**src/rtl/pwr_pkg.sv**
```systemverilog
package pwr_pkg;
  typedef enum logic [2:0] {
    ST_RUN   = 3'd0,
    ST_WAIT  = 3'd1,
    ST_AHALT = 3'd2,
    ST_HALT  = 3'd3,
    ST_STAB  = 3'd4
  } pstate_t;

  localparam int MODE_W = 3;
  localparam logic [MODE_W-1:0] MODE_RUN   = 3'd0;
  localparam logic [MODE_W-1:0] MODE_SLOW  = 3'd1;
  localparam logic [MODE_W-1:0] MODE_WAIT  = 3'd2;
  localparam logic [MODE_W-1:0] MODE_SWAIT = 3'd3;
  localparam logic [MODE_W-1:0] MODE_AHALT = 3'd4;
  localparam logic [MODE_W-1:0] MODE_HALT  = 3'd5;

  localparam int IMASK_W = 2;
  localparam logic [IMASK_W-1:0] IMASK_ALL_ON = 2'b10;
endpackage

```
**src/rtl/pwr_clk_div.sv**
```systemverilog
module pwr_clk_div #(
  parameter int OFF_RATIO = 4,
  parameter int SEL_W     = 2
) (
  input  logic             clk,
  input  logic             rst,
  input  logic             pll_on,
  input  logic             slow_en,
  input  logic [SEL_W-1:0] div_sel,
  output logic             tick
);
  localparam int MAX_MUL = 2 << ((1 << SEL_W) - 1);
  localparam int MAX_P   = OFF_RATIO * MAX_MUL;
  localparam int CW      = $clog2(MAX_P + 1);

  logic [CW-1:0] cnt_q;
  logic [CW-1:0] base;
  logic [CW-1:0] mul;
  logic [CW-1:0] period;

  always_comb begin
    base   = pll_on ? CW'(1) : CW'(OFF_RATIO);
    mul    = slow_en ? (CW'(2) << div_sel) : CW'(1);
    period = base * mul;
    tick   = (cnt_q >= period - CW'(1));
  end

  always_ff @(posedge clk) begin
    if (rst)       cnt_q <= '0;
    else if (tick) cnt_q <= '0;
    else           cnt_q <= cnt_q + CW'(1);
  end
endmodule

```
**src/rtl/pwr_stab_timer.sv**
```systemverilog
module pwr_stab_timer #(
  parameter int CYCLES = 256
) (
  input  logic clk,
  input  logic rst,
  input  logic start,
  output logic done
);
  localparam int TW = $clog2(CYCLES + 1);

  logic          run_q;
  logic [TW-1:0] cnt_q;

  assign done = run_q && (cnt_q == TW'(CYCLES - 1));

  always_ff @(posedge clk) begin
    if (rst) begin
      run_q <= 1'b0;
      cnt_q <= '0;
    end else if (start) begin
      run_q <= 1'b1;
      cnt_q <= '0;
    end else if (run_q) begin
      if (done) run_q <= 1'b0;
      else      cnt_q <= cnt_q + TW'(1);
    end
  end
endmodule

```
**src/rtl/pwr_mode_fsm.sv**
```systemverilog
module pwr_mode_fsm
  import pwr_pkg::*;
(
  input  logic    clk,
  input  logic    rst,
  input  logic    wfi,
  input  logic    halt,
  input  logic    osc_irq_en,
  input  logic    wdg_active,
  input  logic    wdg_halt_opt,
  input  logic    rtc_tick,
  input  logic    css_evt,
  input  logic    halt_exit_irq,
  input  logic    irq_any,
  input  logic    stab_done,
  output pstate_t state_d,
  output logic    stab_start,
  output logic    ev_enter,
  output logic    ev_wake,
  output logic    ev_wdg
);
  pstate_t state_q;
  logic    any_wake;

  assign any_wake = rtc_tick | css_evt | halt_exit_irq | irq_any;

  always_comb begin
    state_d    = state_q;
    stab_start = 1'b0;
    ev_enter   = 1'b0;
    ev_wake    = 1'b0;
    ev_wdg     = 1'b0;
    unique case (state_q)
      ST_RUN: begin
        if (halt) begin
          if (osc_irq_en) begin
            state_d  = ST_AHALT;
            ev_enter = 1'b1;
          end else if (wdg_active && wdg_halt_opt) begin
            ev_wdg = 1'b1;
          end else begin
            state_d  = ST_HALT;
            ev_enter = 1'b1;
          end
        end else if (wfi) begin
          state_d  = ST_WAIT;
          ev_enter = 1'b1;
        end
      end
      ST_WAIT, ST_AHALT: begin
        if (any_wake) begin
          state_d = ST_RUN;
          ev_wake = 1'b1;
        end
      end
      ST_HALT: begin
        if (halt_exit_irq) begin
          state_d    = ST_STAB;
          stab_start = 1'b1;
        end
      end
      ST_STAB: begin
        if (stab_done) begin
          state_d = ST_RUN;
          ev_wake = 1'b1;
        end
      end
      default: state_d = ST_RUN;
    endcase
  end

  always_ff @(posedge clk) begin
    if (rst) state_q <= ST_RUN;
    else     state_q <= state_d;
  end
endmodule

```
**src/rtl/pwr_mode_ctrl.sv**
```systemverilog
module pwr_mode_ctrl
  import pwr_pkg::*;
#(
  parameter int OFF_RATIO   = 4,
  parameter int SEL_W       = 2,
  parameter int STAB_CYCLES = 256
) (
  input  logic             clk,
  input  logic             rst,
  input  logic             pll_on,
  input  logic             slow_en,
  input  logic [SEL_W-1:0] div_sel,
  input  logic             osc_irq_en,
  input  logic             wfi,
  input  logic             halt,
  input  logic             wdg_active,
  input  logic             wdg_halt_opt,
  input  logic             rtc_tick,
  input  logic             css_evt,
  input  logic             halt_exit_irq,
  input  logic             irq_any,
  output logic             cpu_ce,
  output logic             per_ce,
  output logic             osc_en,
  output logic             imask_force,
  output logic [1:0]       imask_val,
  output logic             wake_req,
  output logic             wdg_rst_req,
  output logic [2:0]       mode
);
  logic              tick;
  logic              stab_start;
  logic              stab_done;
  logic              ev_enter;
  logic              ev_wake;
  logic              ev_wdg;
  pstate_t           state_d;
  logic [MODE_W-1:0] mode_c;

  pwr_clk_div #(.OFF_RATIO(OFF_RATIO), .SEL_W(SEL_W)) u_div (
    .clk(clk), .rst(rst), .pll_on(pll_on), .slow_en(slow_en),
    .div_sel(div_sel), .tick(tick)
  );

  pwr_stab_timer #(.CYCLES(STAB_CYCLES)) u_stab (
    .clk(clk), .rst(rst), .start(stab_start), .done(stab_done)
  );

  pwr_mode_fsm u_fsm (
    .clk(clk), .rst(rst), .wfi(wfi), .halt(halt), .osc_irq_en(osc_irq_en),
    .wdg_active(wdg_active), .wdg_halt_opt(wdg_halt_opt),
    .rtc_tick(rtc_tick), .css_evt(css_evt), .halt_exit_irq(halt_exit_irq),
    .irq_any(irq_any), .stab_done(stab_done), .state_d(state_d),
    .stab_start(stab_start), .ev_enter(ev_enter), .ev_wake(ev_wake),
    .ev_wdg(ev_wdg)
  );

  always_comb begin
    unique case (state_d)
      ST_RUN:            mode_c = slow_en ? MODE_SLOW : MODE_RUN;
      ST_WAIT:           mode_c = slow_en ? MODE_SWAIT : MODE_WAIT;
      ST_AHALT:          mode_c = MODE_AHALT;
      ST_HALT, ST_STAB:  mode_c = MODE_HALT;
      default:           mode_c = MODE_RUN;
    endcase
  end

  always_ff @(posedge clk) begin
    if (rst) begin
      cpu_ce      <= 1'b0;
      per_ce      <= 1'b0;
      osc_en      <= 1'b1;
      imask_force <= 1'b0;
      imask_val   <= '0;
      wake_req    <= 1'b0;
      wdg_rst_req <= 1'b0;
      mode        <= MODE_RUN;
    end else begin
      cpu_ce      <= tick && (state_d == ST_RUN);
      per_ce      <= tick && ((state_d == ST_RUN) || (state_d == ST_WAIT));
      osc_en      <= (state_d != ST_HALT);
      imask_force <= ev_enter;
      imask_val   <= ev_enter ? IMASK_ALL_ON : '0;
      wake_req    <= ev_wake;
      wdg_rst_req <= ev_wdg;
      mode        <= mode_c;
    end
  end
endmodule

```
**config.mk**
```make
export PLATFORM = sky130hd
export DESIGN_NAME = pwr_mode_ctrl
export DESIGN_NICKNAME = d
export VERILOG_FILES = /design/src/rtl/pwr_pkg.sv /design/src/rtl/pwr_clk_div.sv /design/src/rtl/pwr_stab_timer.sv /design/src/rtl/pwr_mode_fsm.sv /design/src/rtl/pwr_mode_ctrl.sv
export SDC_FILE = /design/constraint.sdc
export NUM_CORES = 1
export LEC_CHECK = 0
export ABC_AREA = 1
export BUFFER_PORTS_ARGS = -buffer_cell sky130_fd_sc_hd__buf_2
export CAP_MARGIN = 5
export CORE_MARGIN = 1
export CORE_UTILIZATION = 53
export CTS_BUF_LIST = sky130_fd_sc_hd__clkbuf_8
export DETAILED_ROUTE_END_ITERATION = 6
export GPL_TIMING_DRIVEN = 0
export PLACE_DENSITY = 0.78
export SETUP_SLACK_MARGIN = 0.05
export SYNTH_ARGS = -nofsm -noshare
export SYNTH_HDL_FRONTEND = slang
export SYNTH_SLANG_ARGS = --single-unit
export TNS_END_PERCENT = 50
```
**constraint.sdc**
```tcl
create_clock -name clk -period 2.39 [get_ports clk]
set_input_delay 0.1195 -clock clk [delete_from_list [all_inputs] [get_ports clk]]
set_output_delay 0.1195 -clock clk [all_outputs]
set_load 0.01 [all_outputs]
```
==> results by stage, run 1 <==
Run status:
- The run finished with clean final reports.

Power and ir drop:
- The power per standard cell area is 512 nW/µm².
- Power comes to roughly 0.0012 W.
- VDD sags by at most approximately 0.39 mV.
- The static leakage is ~1.1 nW.

Cells and area:
- For this run, the number of standard cells in the final layout without fillers is ~330.
- Of the cells placed in the final design, the portion with a size suffix greater than 1 is about a quarter.
- The antenna diode count is 0.
- The final core utilization is a little under three quarters.
- In the final design database the tool counted ~320 nets.
- The count of filler cells inserted in the layout is about 250.
- The area growth from synthesis to final layout is 26.4%.

Critical path:
- The launching element type of the critical path is an input port.
- The reg-to-reg endpoint is u_stab.cnt_q[5].
- In this run the worst setup path begins at div_sel[0].
- The type of element capturing the critical path is a flop.
- The reg-to-reg setup timing slack is 480 ps.
- The launch instance of the worst register-to-register path is u_stab.cnt_q[0].
- The highest net fanout along the worst path is 7.
- The required time reported for the critical path endpoint is approximately 2600 ps.
- The worst setup path is of the input port to flop kind.
- The worst reg2reg path depth is 11.
- STA puts the critical path data arrival time at roughly 2600 ps.

Clock tree:
- After clock tree synthesis, the clock-pin slew on the worst setup and hold paths is approximately 60 ps.
- The clock tree from TritonCTS is done.
- The tree built by TritonCTS fans out to 29 sinks.
- The later pin in the worst-skew pair is clocked with a latency of about 280 ps.
- The H-tree depth is 2.
- The cell chosen for the clock root is clkbuf_8.
- The number of buffers inserted during clock tree synthesis is 5.
- The clock tree buffer depth is 2.

Yosys:
- The number of distinct library cell variants in the gate-level netlist after synthesis is 29.
- Sequential cells were found to cover 32.6% of the synthesized design area.
- The cell count after synthesis came out at approximately 260.
- dfxtp_1 takes more of the synthesized area than any other cell.
- The fraction of synthesized cell area taken by the top area cell type is 32.6%.
- After synthesis, the cell types taking the most area are dfxtp_1 (33%), nand2_1 (12%), ha_1 (12%).
- The post-synthesis area per instance is about 7.0 µm².
- The post-synth design cell area is roughly 1800 µm².
- The flip-flop and latch count after synthesis is 29.
- During synthesis, Yosys emitted a total of 0 warnings.
- The number of nets handed over by synthesis was approximately 290.

Floorplan:
- Once the floorplan was initialized, standard cells occupied a little under three fifths of the core.
- In this run the vertical extent of the chip is around 60 µm.
- The number of top-level design ports is 26.
- After floorplanning, the core was sized to cover approximately 3100 µm².
- The floorplan step defined a die boundary enclosing 3590 µm².
- The die is between 50 and 60 µm wide.
- The floorplan has 20 rows.

Timing:
- The final max-slew violation count is 0.
- Setup repair after global routing could not meet its margin everywhere.
- The final clock skew is 5.69 ps.
- The worst-case hold slack is around 120 ps.
- For this run, the top clock speed supported by timing is ~0.42 GHz.
- Setup violations remaining at the end of the flow were counted as 0.
- The final worst-path cycle share is between 90% and 100%.
- The total negative slack is 0 ps.
- Counting I/O delays and the setup requirement, the final critical path takes 2390 ps.
- The count of endpoints failing hold in the final timing report is 0.

Routing:
- After detailed routing, the number of vias per cell comes to around 4.9.
- In the routed design, unresolved DRC markers number 0.
- The average routed wire per standard cell is approximately 11 µm.
- The total wire length after detailed routing is approximately 3500 µm.
- The detailed router placed between 1500 and 2000 vias in this run.
- The count of TritonRoute iterations in the first routing pass is 4.
- The count of nets left with antenna violations once routing finished came out at 0.
- The number of DRC markers after the initial detailed-route iteration is between 50 and 60.

GRT:
- Global routing consumed, over all layers together, between 20% and 30% of the routing resources.
- The initial antenna violation count is 0.
- The largest net degree at the start of global routing is 11.
- The via count of the first global-routing pass came to 1428.
- The first-pass GRT wire length is ~5700 µm.
- The final global-route overflow total is 0.

Placement:
- The placed wire-length estimate after detailed placement is 2460 µm.
- The post-placement cell count is 323.
- The final estimated routing congestion in global placement is 0.797.
- The count of port buffers added during placement is 23.

Flow run:
- The number of max-cap violations is 0.

Hold path:
- The type of the most critical hold path is input port to flop.
- The cell count of the worst hold path is 3.
- The start point of the worst hold path is halt.
- The worst hold path terminates at wdg_rst_req.
==> worst max-delay path: stages <==
cell     delay, ps
buf_4          140
nor2_4         140
nand3_2         90
fa_1           510
inv_2           50
ha_4           250
nand3_2         70
nand3_2         60
xor2_1         150
ha_1           330
a21o_1         200
nor2_2         110
nand3_2         80
inv_2           70
nand2_4         80
nor3_2         120
==> cells in the final DEF (no fill, tap or decap), types with 6 or more instances in the layout <==
cell type / count
inv_1: 34
ha_1: 14
xor2_1: 8
nand2_1: 55
buf_4: 6
clkbuf_8: 6
nor2_1: 32
a21oi_1: 11
nand3_1: 11
buf_2: 19
dfxtp_1: 29
==> worst max path at each step <==
stage | to | slack (ps) | cells after the start
2_1_floorplan | u_div.cnt_q[3] | 10 | 15
3_3_place_gp | u_div.cnt_q[3] | -400 | 17
3_5_place_dp | u_div.cnt_q[3] | -420 | 16
6_report | u_div.cnt_q[3] | 3 | 16
5_1_grt | u_div.cnt_q[3] | -130 | 15
4_1_cts | u_div.cnt_q[3] | 20 | 19
==> per-stage QoR <==
step                cell area (µm²)  setup WS [ps]
floorplan                      1840           11.1
global placement               2010           -404
detailed placement             2010           -420
CTS                            2150           17.0
global route                   2250           -129
finish                         2250           3.01
==> cell families (layout without fill, tap and decap cells) <==
kind of cell | after synthesis | after routing | share of synthesized area (%)
adder cells (fa/ha/maj) | 18 | 18 | 13.1
XOR/XNOR | 10 | 10 | 4.92
AO/OA/AOI/OAI | 20 | 20 | 5.91
other | 1 | 1 | 0.211
AND/OR/NAND/NOR | 135 | 135 | 33.3
flip-flops | 29 | 29 | 32.6
buffers and inverters | 43 | 76 | 9.92
==> power breakdown <==
part	internal [W]	switching [W]	total, W
combinational	0.000105	0.000140	0.000245
sequential	0.000503	0.0000117	0.000515
clock	0.000223	0.000168	0.000391
==> metal layers <==
metal	part of all wire, %	GRT usage [%]	up-vias
met3	2.4	5.84	8
met2	49	34.8	26
li1	-	-	867
met4	1.9	9.97	0
met5	0	0	-
met1	47	25.6	718
==> cells in the mapped netlist, drive strengths merged <==
cell    number
buf          3
inv         39
and2         1
fa           1
a21oi       14
dfxtp       29
nand3       15
a21o         1
or2          2
and3         1
nor3b        2
nand3b       1
o21ai        4
xor2         8
nor3        10
xnor2        2
nand2       60
nand4        5
ha          17
nor2        38
conb         1
o21bai       1
clkbuf       1
==> registers in the layout (all words and copies together), names as in the netlist <==
signal / count
cpu_ce: 1
imask_val: 1
mode: 3
osc_en: 1
per_ce: 1
u_div.cnt_q: 7
u_fsm.state_q: 3
u_stab.cnt_q: 9
u_stab.run_q: 1
wake_req: 1
wdg_rst_req: 1
==> layout make-up <==
cell class / count / area [µm²] / share of cell area, %
repair buffers: 26 / 176 / 7.85
multi-input cells: 184 / 1160 / 51.7
inverters: 39 / 158 / 7.01
clock inverters: 1 / 3.75 / 0.167
clock buffers: 6 / 82.6 / 3.67
well taps: 44 / 55.1 / 2.45
flip-flops and latches: 29 / 581 / 25.8
plain buffers: 4 / 30.0 / 1.34
==> timing repair <==
action                                 in CTS  in global routing
cloned                                      0                  0
buffers inserted                            2                  1
endpoints found under the hold margin       0                  0
setup endpoints to repair                   9                  9
resized for setup                          11                 23
pin swaps                                   9                 18
hold buffers                                0                  0
No activity file was read; power rests on OpenSTA's default activity.
==> run 2, diff against run 1 <==
--- a/config.mk
+++ b/config.mk
@@ -13,7 +13,9 @@
 export CTS_BUF_LIST = sky130_fd_sc_hd__clkbuf_8
 export DETAILED_ROUTE_END_ITERATION = 6
 export GPL_TIMING_DRIVEN = 0
-export PLACE_DENSITY = 0.78
+export PLACE_DENSITY = 0.84
+export RECOVER_POWER = 25
+export REMOVE_ABC_BUFFERS = 1
 export SETUP_SLACK_MARGIN = 0.05
 export SYNTH_ARGS = -nofsm -noshare
 export SYNTH_HDL_FRONTEND = slang
==> results by stage, run 2 (same netlist as run 1, synthesis figures left out) <==
Run status:
- The flow ran to the end, and the final reports show no timing, DRC or antenna violations.

Critical path:
- The combined buffer and inverter count along the critical path is 3.
- The delay contributed by the slowest stage of the critical path is 400 ps.
- The launch instance of the worst register-to-register path is u_stab.cnt_q[0].
- STA puts the critical path data arrival time at roughly 2600 ps.
- The cell repeated most along the worst path is nand3_2.
- In this run the worst setup path begins at div_sel[1].
- On the critical path, the stage with the largest delay is an instance of fa_1.
- STA puts the critical path data required time at 2590 ps.
- STA classifies the critical path endpoint as a flop.
- In this run the worst path has a maximum fanout of 7.
- The signal on the critical path passes through buf_6 -> nor2_4 -> nand3_2 -> fa_1 -> inv_1 -> ha_4 -> a21oi_2 -> nand3_2 -> xor2_1 -> ha_1 -> a21o_1 -> nor2_2 -> nand3_2 -> inv_2 -> nand2_4 -> nor3_2.
- In this design, the largest share of critical-path delay is due to adder cells.
- The critical path is of the input port to flop type.
- The worst setup path is launched from an input port.

Cells and area:
- From synthesis to final layout, the design area changed by 25.0%.
- The repair_antennas step left the layout with diodes totalling 0.
- Leaving out fill and tap cells, the most frequent cells in the layout are nand2_1 (56), inv_1 (34), nor2_1 (33), dfxtp_1 (29), ha_1 (14).
- The library cell used most frequently in the layout, excluding fill and tap cells, is nand2_1.
- The flip-flop count of the largest register after layout is 9.
- The net count of the finished layout is 321.
- The largest registers in the layout are u_stab.cnt_q: 9 flops, u_div.cnt_q: 7 flops.
- The final core utilization is between 70% and 80%.
- After filler insertion, the fill cell instance count of the layout stands at ~240.
- The share of layout cells above drive strength 1 is 21.1%.
- More flip-flops sit in one register than any other, and that register is u_stab.cnt_q.

Floorplan:
- The core area is 3130 µm².
- In this run the horizontal extent of the chip is approximately 60 µm.
- The die covers approximately 3600 µm².
- The floorplan has 20 rows.
- 26 I/O pins were placed.
- The effective utilization at floorplan is 56.9%.
- The chip height is 59.9 µm.

Placement:
- The congestion estimate from routability-driven global placement came to 0.830.
- The count of port buffers added during placement is 24.
- The placed wire-length estimate after detailed placement is between 2000 and 2500 µm.

GRT:
- The via count of the first global-routing pass is between 1000 and 1500.
- The initial antenna violation count was 0.
- The first global-routing pass estimated 5650 µm of wire.
- For this run, the total global-route usage over all layers was measured as 21.2%.
- Entering global routing, the biggest net connects 11 pins.
- After global routing the overflow that remains totals 0.

Power and ir drop:
- The worst-case vdd ir drop is roughly 0.45 mV.
- The static leakage is approximately 1.1 nW.
- The power per standard cell area is 569 nW/µm².
- The total power consumption of the routed design is 0.00126 W.

Timing:
- Setup repair after global routing could not meet its margin everywhere.
- The final worst-path cycle share is 99.2%.
- Setup violations remaining at the end of the flow were counted as 0.
- Across the routed clock network, the largest skew measured is slightly below 9 ps.
- The final max-slew violation count is 0.
- After routing, the total negative slack on setup checks comes to 0 ps.
- The shortest period the worst path allows is between 2000 and 2500 ps.
- The fmax is roughly 0.42 GHz.
- The count of endpoints failing hold in the final timing report is 0.

Routing:
- The first TritonRoute pass finished after 4 iterations.
- The number of nets with antenna violations after routing is 0.
- For this run, design rule violations remaining after detail routing come to 0.
- The routed via count is ~1600.
- For this block, the initial DRC count from the detailed router was 96.
- The average routed wire per standard cell is roughly 10 µm.
- Using the TritonRoute via totals, the vias-per-cell ratio works out to around 4.9.
- After detailed routing, the total wire length is 3460 µm.

Clock tree:
- TritonCTS built the clock tree.
- The clock reaches the later pin of the worst-skew pair after ~280 ps.
- The clock passes through at most 2 buffers.
- Buffers inserted during clock tree synthesis total 5.
- The H-tree was split into 2 levels.
- The clock net sink count is 29.
- The clock-pin transition on the worst setup and hold timing paths is roughly 70 ps.
- In this run the clock root is driven by a clkbuf_8.

Hold path:
- The type of the most critical hold path is input port to flop.
- The start point of the worst hold path is rst.

Flow run:
- The tool flagged a number of max-cap violations equal to 0.
[run 2: cell count changes in the layout (fill, tap and decap cells not counted), moves of 2 or more]
cell / previous run / this run
nor2_4: 3 / 1
buf_12: 2 / 0
buf_2: 19 / 13
clkbuf_1: 1 / 7
[run 2: layout make-up]
class / count / area (µm²) / area share, %
Timing Repair Buffer: 29 / 174 / 7.82
Clock buffer: 6 / 82.6 / 3.71
Clock inverter: 2 / 33.8 / 1.52
Tap cell: 44 / 55.1 / 2.48
Multi-Input combinational cell: 184 / 1140 / 51.4
Sequential cell: 29 / 581 / 26.1
Inverter: 39 / 154 / 6.92
[run 2: worst paths after layout]
check / end / slack [ps] / depth (start not counted)
worst max-delay path: u_div.cnt_q[4] / 20 / 16
worst min-delay path: u_stab.run_q / 110 / 2
worst min register to register: u_div.cnt_q[0] / 470 / 1
worst max register to register: u_stab.cnt_q[5] / 440 / 10
[run 2: routing by layer]
layer / global-route usage, % / share of wire (%) / vias to the layer above
met2: 36.8 / 50 / 39
met3: 6.28 / 3.8 / 8
met4: 11.0 / 2.1 / 0
met5: 0 / 0 / -
met1: 23.3 / 44 / 725
li1: - / - / 867
[run 2: metrics by stage]
step           setup slack (ps)  hold slack [ps]  instance area (µm²)  instances
2_1_floorplan              -188              189                 1750        252
3_3_place_gp               -577              390                 1920        320
3_5_place_dp               -627              397                 1920        320
4_1_cts                   -8.05              103                 2180        332
5_1_grt                    -138              111                 2220        333
6_report                   19.6              114                 2220        333
[run 2: what timing repair did]
action,CTS,global route
pin swaps,16,8
endpoints found under the setup margin,9,9
buffers inserted,4,1
hold buffers,0,0
endpoints found under the hold margin,0,0
resized for setup,30,9
[run 2: power by group]
group / internal [W] / leakage, nW / switching [W]
Sequential: 0.000503 / 0.236 / 0.0000115
Clock: 0.000335 / 0.0626 / 0.000178
Combinational: 0.0000989 / 0.756 / 0.000138
==> run 3, diff against run 2 <==
--- a/config.mk
+++ b/config.mk
@@ -13,7 +13,7 @@
 export CTS_BUF_LIST = sky130_fd_sc_hd__clkbuf_8
 export DETAILED_ROUTE_END_ITERATION = 6
 export GPL_TIMING_DRIVEN = 0
-export PLACE_DENSITY = 0.84
+export PLACE_DENSITY = 0.85
 export RECOVER_POWER = 25
 export REMOVE_ABC_BUFFERS = 1
 export SETUP_SLACK_MARGIN = 0.05
==> results by stage, run 3 (same netlist as run 1, synthesis figures left out) <==
GRT:
- The aggregate global-route resource usage is around a quarter.
- The via count of the first global-routing pass is 1500.
- The initial antenna violation count came to 0.
- The largest net degree at the start of global routing is 11.
- The first-pass GRT wire length is 6150 µm.
- The final global-route overflow total is 0.

Routing:
- The routed via count is between 1500 and 2000.
- After detailed routing, the number of remaining DRC violations is 0.
- The average routed wire per standard cell is approximately 13 µm.
- The count of TritonRoute iterations in the first routing pass is 4.
- The number of nets with antenna violations after routing is 0.
- In the routed layout, each cell is associated on average with a via count of 5.08.
- Wires add up to about 4300 µm.
- The number of DRC markers after the initial detailed-route iteration is between 80 and 90.

Power and ir drop:
- Sequential cells account for 44.4% of the total power.
- In this run the static leakage power is between 1 and 1.5 nW.
- The switching part of the total power is 30.3%.
- The combinational cell fraction of total power is between 20 and 25%.
- The clock network accounts for between 30% and 40% of the total power.
- The worst-case vdd ir drop is 0.281 mV.
- The completed layout was analyzed and its total power is 0.00116 W.
- For this design the total switching power over the nets is 0.000352 W.
- Internal power comes to roughly 0.0008 W.
- The power per standard cell area is just over 500 nW/µm².

Run status:
- The checks that failed: negative setup slack.
- The run finished, with violations left.

Timing:
- The total negative slack is -585 ps.
- The setup slack after layout is -104 ps.
- Setup repair after global routing could not meet its margin everywhere.
- The fmax is approximately 0.4 GHz.
- The clock arrives with 8.42 ps of skew.
- The worst path uses 104% of the clock period.
- The count of endpoints failing hold in the final timing report is 0.
- The shortest period the worst path allows is about 2500 ps.
- The number of failing setup endpoints in the final timing report is 9.
- The final max-slew violation count is 0.

Cells and area:
- Compared with the post-synthesis result, the final layout area differs by 26.5%.
- Counting the fill cells in the layout gives approximately 250.
- The most common cell after layout, fill and taps aside is nand2_1.
- At the end of the flow, the number of nets in the layout was about 320.
- The antenna diode count is 0.
- In the final layout, the share of cells above drive strength 1 is between 20% and 30%.
- The top cell types in the final layout, fill and taps aside, are nand2_1 (56), inv_1 (33), nor2_1 (31), dfxtp_1 (29).
- The largest register by flop count is u_stab.cnt_q.
- The post-route non-filler standard cell count is between 300 and 400.
- The largest registers in the layout are u_stab.cnt_q: 9 flops, u_div.cnt_q: 7 flops.
- The design area is between 2000 and 2500 µm².
- The flip-flop count of the largest register after layout is 9.

Placement:
- Once detailed placement completed, the half-perimeter wirelength came to 2460 µm.
- OpenSTA, run right after detailed placement, puts the worst setup slack at -597 ps.
- The post-placement cell count is 320.
- The final estimated routing congestion in global placement is about 0.83.
- The placed cell area is roughly 1900 µm².
- During placement, the flow inserted port buffers numbering 24.

Critical path:
- Along the worst path, the maximum fanout reaches 7.
- The type of element capturing the critical path is a flop.
- STA puts the critical path data required time at 2590 ps.
- The data arrival time of the critical path is around 2700 ps.
- The worst setup path is launched from an input port.
- The critical path is of the input port to flop type.

Flow run:
- The number of max-cap violations is 0.

Floorplan:
- The floorplan step defined a die boundary enclosing ~3600 µm².
- The initial utilization of the core area, before any placement, comes to between 50% and 60%.
- From left edge to right edge, the die measures around 60 µm.
- 26 I/O pins were placed.
- The chip height is ~60 µm.
- The total area inside the core boundary comes to approximately 3100 µm².
- The total number of placement rows is 20.

Clock tree:
- The source-to-sink clock delay at the later pin of the worst-skew pair is 280 ps.
- Buffers inserted during clock tree synthesis total 5.
- The cell chosen for the clock root is clkbuf_8.
- No sink is reached through more buffers than the 2 on the longest clock path.
- The H-tree depth is 2.
- The number of hold buffers added after CTS was 0.
- The clock-pin transition on the worst setup and hold timing paths is ~60 ps.
- Counting every sink on the clock net gives 29.
- The clock tree from TritonCTS is done.

Hold path:
- The tightest min-delay check is of the input port to flop type.
run 3: path summary, 6_finish.rpt:
| path | startpoint | endpoint | slack, ps | cells after the start |
|---|---|---|---|---|
| max reg2reg | u_stab.cnt_q[0] | u_stab.cnt_q[5] | 430 | 10 |
| min reg2reg | u_stab.cnt_q[7] | u_stab.cnt_q[7] | 470 | 2 |
| min | halt | wdg_rst_req | 110 | 3 |
| max | div_sel[0] | u_div.cnt_q[2] | -100 | 16 |
run 3: worst max-delay path, cell delays in order:
cell	delay [ps]
buf_8	110
nor2_4	130
nand3_2	110
fa_2	580
inv_2	40
ha_4	280
nand3_2	90
nand3_2	90
xor2_1	160
ha_1	290
a21o_1	170
nor2_1	110
nand3_2	100
inv_2	80
nand2_4	90
nor3_2	120
run 3: layout make-up:
cell class,count,area (µm²),share of cell area [%]
multi-input combinational,184,1180,52.3
inverter,39,154,6.84
tap,44,55.1,2.45
clock buffer,5,68.8,3.06
timing repair buffer,31,201,8.95
sequential,29,581,25.8
clock inverter,3,13.8,0.611
run 3: through the flow:
| stage | util (%) | hold WS [ps] |
|---|---|---|
| 3_5_place_dp | 61.5 | 399 |
| 2_1_floorplan | - | 189 |
| 6_report | 72.0 | 112 |
| 5_1_grt | 72.0 | 103 |
| 4_1_cts | 69.6 | 104 |
| 3_3_place_gp | 61.5 | 397 |
run 3: per-layer routing:
layer  GRT usage (%)  vias up  wire [µm]
li1                -      875          -
met1            26.4      759       1740
met5               0        -          0
met4            13.6        0        133
met3            6.49       19        157
met2            39.8       48       2240
run 3: power groups by stage:
stage	Clock, W	Combinational (W)	Sequential [W]
after global placement	0	0.000187	0.000524
after CTS	0.000385	0.000228	0.000514
after global routing	0.000416	0.000290	0.000517
final	0.000382	0.000263	0.000515
after detailed placement	0	0.000194	0.000525
after floorplan	0	0.000130	0.000530
run 3: repair_timing:
item	in CTS	in global routing
endpoints found under the setup margin	9	9
pin swaps	14	4
setup buffers	5	2
resized for setup	35	17
